$ cat src/rtl/wdog_pkg.sv
`timescale 1ns/1ps
package wdog_pkg;

    localparam int RUN_POS = 7;
    localparam int ACTA_POS = 4;
    localparam int ACTB_POS = 3;

    typedef struct packed {
        logic run;
        logic act_a;
        logic act_b;
    } mode_t;

    typedef enum logic [1:0] {
        ACT_MIRQ  = 2'd0,
        ACT_NMI   = 2'd1,
        ACT_RESET = 2'd2
    } wrap_act_e;

    function automatic wrap_act_e decode_act(mode_t m);
        if (!m.act_a)      return ACT_MIRQ;
        else if (!m.act_b) return ACT_NMI;
        else               return ACT_RESET;
    endfunction

    function automatic logic [7:0] pack_mode(mode_t m);
        logic [7:0] r;
        r = 8'h00;
        r[RUN_POS]  = m.run;
        r[ACTA_POS] = m.act_a;
        r[ACTB_POS] = m.act_b;
        return r;
    endfunction

endpackage

$ cat src/rtl/wdog_prescaler.sv
`timescale 1ns/1ps
module wdog_prescaler #(
    parameter int BASE  = 9,
    parameter int STEP  = 2,
    parameter int SEL_W = 2
) (
    input  logic             clk,
    input  logic             rst,
    input  logic [SEL_W-1:0] isel,
    output logic             tick
);
    localparam int NSEL = 1 << SEL_W;
    localparam int PW   = BASE + STEP * (NSEL - 1);

    logic [PW-1:0]   pre_q;
    logic [NSEL-1:0] tap_hit;

    always_ff @(posedge clk) begin
        if (rst) pre_q <= '0;
        else     pre_q <= pre_q + 1'b1;
    end

    generate
        for (genvar g = 0; g < NSEL; g++) begin : g_tap
            localparam int L = BASE + STEP * g;
            assign tap_hit[g] = &pre_q[L-1:0];
        end
    endgenerate

    assign tick = tap_hit[isel];
endmodule

$ cat src/rtl/wdog_counter.sv
`timescale 1ns/1ps
module wdog_counter #(
    parameter int CNT_W = 8
) (
    input  logic clk,
    input  logic rst,
    input  logic run,
    input  logic tick,
    input  logic restart,
    output logic wrap
);
    logic [CNT_W-1:0] cnt_q;

    assign wrap = run && tick && (&cnt_q) && !restart;

    always_ff @(posedge clk) begin
        if (rst || restart)    cnt_q <= '0;
        else if (run && tick)  cnt_q <= cnt_q + 1'b1;
    end
endmodule

$ cat src/rtl/wdog_modereg.sv
`timescale 1ns/1ps
module wdog_modereg
    import wdog_pkg::*;
(
    input  logic        clk,
    input  logic        rst,
    input  logic        wr,
    input  logic [7:0]  wdata,
    output mode_t       mode,
    output logic        restart,
    output logic        a_rise,
    output logic [7:0]  rdata
);
    mode_t mode_q;
    logic  unused_wbits;

    assign unused_wbits = ^{wdata[6:5], wdata[2:0]};
    assign restart = wr && wdata[RUN_POS];
    assign a_rise  = wr && wdata[ACTA_POS] && !mode_q.act_a;

    always_ff @(posedge clk) begin
        if (rst) begin
            mode_q <= '0;
        end else if (wr) begin
            mode_q.run   <= mode_q.run   | wdata[RUN_POS];
            mode_q.act_a <= mode_q.act_a | wdata[ACTA_POS];
            mode_q.act_b <= mode_q.act_b | wdata[ACTB_POS];
        end
    end

    assign mode  = mode_q;
    assign rdata = pack_mode(mode_q);
endmodule

$ cat src/rtl/wdog_events.sv
`timescale 1ns/1ps
module wdog_events
    import wdog_pkg::*;
(
    input  logic  clk,
    input  logic  rst,
    input  logic  wrap,
    input  mode_t mode,
    input  logic  a_rise,
    input  logic  flag_clr,
    output logic  flag,
    output logic  mirq,
    output logic  nmi,
    output logic  rreq
);
    wrap_act_e act;
    logic      flag_q;

    assign act = decode_act(mode);

    always_ff @(posedge clk) begin
        if (rst) begin
            flag_q <= 1'b0;
            mirq   <= 1'b0;
            nmi    <= 1'b0;
            rreq   <= 1'b0;
        end else begin
            mirq <= wrap && (act == ACT_MIRQ);
            nmi  <= (wrap && (act == ACT_NMI)) || (a_rise && flag_q);
            rreq <= wrap && (act == ACT_RESET);
            if (wrap)          flag_q <= 1'b1;
            else if (flag_clr) flag_q <= 1'b0;
        end
    end

    assign flag = flag_q;
endmodule

$ cat src/rtl/wdog_timer.sv
`timescale 1ns/1ps
module wdog_timer
    import wdog_pkg::*;
#(
    parameter int CNT_W    = 8,
    parameter int PRE_BASE = 9,
    parameter int PRE_STEP = 2,
    parameter int SEL_W    = 2
) (
    input  logic             clk,
    input  logic             rst,
    input  logic             reg_wr,
    input  logic [7:0]       reg_wdata,
    output logic [7:0]       reg_rdata,
    input  logic [SEL_W-1:0] isel,
    input  logic             flag_clr,
    output logic             irq_flag,
    output logic             mirq_pulse,
    output logic             nmi_pulse,
    output logic             rst_req_pulse
);
    mode_t mode;
    logic  restart, a_rise, tick, wrap;

    wdog_modereg u_reg (
        .clk(clk), .rst(rst), .wr(reg_wr), .wdata(reg_wdata),
        .mode(mode), .restart(restart), .a_rise(a_rise), .rdata(reg_rdata)
    );

    wdog_prescaler #(.BASE(PRE_BASE), .STEP(PRE_STEP), .SEL_W(SEL_W)) u_pre (
        .clk(clk), .rst(rst), .isel(isel), .tick(tick)
    );

    wdog_counter #(.CNT_W(CNT_W)) u_cnt (
        .clk(clk), .rst(rst), .run(mode.run), .tick(tick),
        .restart(restart), .wrap(wrap)
    );

    wdog_events u_evt (
        .clk(clk), .rst(rst), .wrap(wrap), .mode(mode), .a_rise(a_rise),
        .flag_clr(flag_clr), .flag(irq_flag), .mirq(mirq_pulse),
        .nmi(nmi_pulse), .rreq(rst_req_pulse)
    );
endmodule

$ cat config.mk
export PLATFORM = sky130hd
export DESIGN_NAME = wdog_timer
export DESIGN_NICKNAME = d
export VERILOG_FILES = /design/src/rtl/wdog_pkg.sv /design/src/rtl/wdog_prescaler.sv /design/src/rtl/wdog_counter.sv /design/src/rtl/wdog_modereg.sv /design/src/rtl/wdog_events.sv /design/src/rtl/wdog_timer.sv
export SDC_FILE = /design/constraint.sdc
export NUM_CORES = 1
export LEC_CHECK = 0
export BUFFER_PORTS_ARGS = -buffer_cell sky130_fd_sc_hd__buf_2
export CAP_MARGIN = 10
export CORE_MARGIN = 2
export CORE_UTILIZATION = 39
export DETAILED_ROUTE_END_ITERATION = 12
export SYNTH_ARGS = -nofsm -noshare
export SYNTH_HDL_FRONTEND = slang
export SYNTH_HIERARCHICAL = 1
export SYNTH_SLANG_ARGS = --single-unit
$ cat constraint.sdc
create_clock -name clk -period 2.8 [get_ports clk]
set_input_delay 0.56 -clock clk [delete_from_list [all_inputs] [get_ports clk]]
set_output_delay 0.56 -clock clk [all_outputs]
set_load 0.005 [all_outputs]
==> reports/qor.yml <==
synth.area.top_cells: "dfxtp_1, a21oi_1, nor2_1, buf_4, nand3_1"
drtPass1Iterations: 4
io_buffer_count: 15
vias: 1154
io_pins: 26
finalWorstSetupSlack_ns: 0.3626
fin_worst_skew_ns: 0.004449
clockBufferDepth: 2
finalSetupViolCount: 0
finalMaxSlewViolations: 0
place_ws_ns: 0.2206
cp_max_fo: 10
pwr-share-comb: 0.046
grt_pass1_vias: 1072
min_path_type: "in -> reg"
cts_setup_buffers: 0
die_h_um: 63.25
placed_area_mm2: 0.001448
core_mm2: 0.003363
syn_area_mm2: 0.001369
grt_usage: 0.1391
fin_util: 0.4583
ant_nets: 0
yosysTopAreaCell: "dfxtp_1"
power_density_mw_per_mm2: 513.5
rsz0062_at_grt: "false"
p_int_w: 0.0006194
leakagePower_nw: 0.5763
yosysTopAreaCellShare: 0.4388
wl_per_cell_um: 11.42
clock_latency_ns: 0.32
finalCritPeriodShare: 0.8705
cp.required_ns: 3.04
initial_utilization: 0.4070
yosysSeqAreaShare: 0.4388
antenna_found_initial: 0
dr.first_iter.drc_count: 44
insertedDiodeCount: 0
async_flop_share: 0
finalSetupTns_ns: 0
synth_edf_count: 0
dieArea_mm2: 0.004000
finalHoldViolCount: 0
start_kind: "register"
h-tree-depth: 2
cts_made_buffers: 5
gp_congestion: 0.6964
stdcell_area_mm2: 0.001541
clkPwrFrac: 0.397
dpl.hpwl_um: 1785
switching_share: 0.2175
p_total_w: 0.0007915
power.share.sequential: 0.557
grt_start_max_net_pins: 27
num_rows: 21
route.detailed.drc: 0
yosys_most_used_dff: "dfxtp_1"
cts_tree: "built"
fill_cells: 350
syn_inst: 158
syn2layout_area_growth_pct: 12.61
cts_root_buf: "clkbuf_4"
fmax_ghz: 0.4103
drt_wl_total_um: 2512
yosys_warnings: 6
p_switching_w: 0.0001721
die_w_um: 63.25
finalCriticalPeriod_ns: 2.437
drv_cap: 0
clock_sink_count: 30
grt-ovfl-total: 0
synth-seq-cells: 30
synth.distinct_cells: 32
drt-vias-per-instance: 5.245
worst_ep_arrival_time_ns: 2.68
status: "complete, no violations"
crit_path_end_kind: "register"
clk_pin_slew_worst_paths_ns: 0.09
irDropWorstVdd_mv: 0.2668
setup.worst_path.class: "reg -> reg"
drive_gt1_frac: 0.1954
synth_area_per_cell_um2: 8.663
grt_pass1_wl_um: 4436
final_nets: 190
final timing paths:
check        slack, ns  cells after the start        endpoint           start
min               0.47                      3   u_reg/mode[0]    reg_wdata[3]
max               0.36                     11      u_evt/rreq  u_pre/pre_q[0]
max reg2reg       0.36                     11      u_evt/rreq  u_pre/pre_q[0]
min reg2reg       0.47                      1  u_pre/pre_q[0]  u_pre/pre_q[0]
cell usage in the layout, fill, tap and decap left out:
master / count
conb_1: 5
o31ai_1: 6
clkbuf_4: 5
nor3_1: 2
o22a_1: 1
nor4_1: 5
or4_1: 6
or3_1: 3
nand3b_1: 1
and2_2: 1
or3_2: 2
inv_1: 6
nand4_4: 1
clkbuf_8: 3
xnor2_1: 2
buf_2: 15
nor2_1: 17
ha_1: 3
clkinv_1: 1
nand4_1: 4
or2_2: 1
a21oi_1: 17
mux2_2: 3
nor2b_1: 4
nand4_2: 1
o21ai_0: 5
nor4b_4: 1
buf_4: 1
xor2_1: 3
nand2b_1: 1
nand3_1: 9
dfxtp_1: 30
nand2_1: 9
per-stage QoR:
stage          hold slack, ns  instances
6_report               0.4666        220
5_1_grt                0.4877        220
4_1_cts                0.4555        220
2_1_floorplan          0.4303        162
3_5_place_dp           0.4534        212
3_3_place_gp           0.4428        212
cell families after synthesis:
group | synth area share
flops | 0.4388
compound gates | 0.1197
buf+inv | 0.07495
other cells | 0.002740
xor+xnor | 0.03200
mux | 0.02468
fa+ha+maj | 0.02743
simple gates | 0.2797
worst max-delay path, stage by stage, from the launching register on:
cell     delay (ns)
dfxtp_1        0.38
ha_1           0.26
nand4_4        0.19
nor2_1         0.14
ha_1           0.15
nor2_1         0.05
nor2_1         0.09
o22a_1         0.23
nand4_1        0.26
nor4b_4        0.31
inv_1          0.11
nor3_1         0.20
layout make-up:
type,instances,area (µm²),share of cell area
well taps,46,57.56,0.03734
flip-flops and latches,30,600.6,0.3896
clock buffers,8,78.83,0.05114
multi-input cells,113,695.7,0.4513
repair buffers,16,82.58,0.05357
inverters,7,26.28,0.01705
synth_stat cells, drive strengths merged (2+ instances only):
| cell | n |
|---|---|
| a21oi | 17 |
| buf | 9 |
| clkbuf | 3 |
| dfxtp | 30 |
| ha | 3 |
| inv | 6 |
| mux2 | 3 |
| nand2 | 9 |
| nand3 | 9 |
| nand4 | 6 |
| nor2 | 17 |
| nor2b | 4 |
| nor3 | 2 |
| nor4 | 5 |
| o21ai | 5 |
| o31ai | 6 |
| or3 | 5 |
| or4 | 6 |
| xnor2 | 2 |
| xor2 | 3 |
registers in the layout, summed over array words and instances, names as in the netlist:
signal       count
u_reg/mode       3
u_evt/nmi        1
u_evt/rreq       1
u_pre/pre_q     15
u_evt/flag       1
u_cnt/cnt_q      8
u_evt/mirq       1
layer usage:
metal / GRT usage / up-vias / routed length [µm] / share of wire
met4: 0.04076 / 0 / 16 / 0.0064
met5: 0 / - / 0 / 0
met1: 0.1698 / 538 / 1226 / 0.49
li1: - / 582 / - / -
met2: 0.2287 / 32 / 1123 / 0.45
met3: 0.05179 / 2 / 146 / 0.058
power by group through the flow:
stage | Clock (W) | Sequential [W] | Combinational [W]
4_1_cts | 0.000324 | 0.000441 | 0.0000358
2_1_floorplan | 0 | 0.000449 | 0.0000306
3_5_place_dp | 0 | 0.000451 | 0.0000355
3_3_place_gp | 0 | 0.000451 | 0.0000344
6_report | 0.000314 | 0.000441 | 0.0000361
5_1_grt | 0.000341 | 0.000443 | 0.0000412
what timing repair did:
item	4_1_cts	5_1_grt
gates resized for setup	0	2
hold buffers	0	0
setup endpoints to repair	0	4
Note: power is estimated with default switching activity, not from simulation.
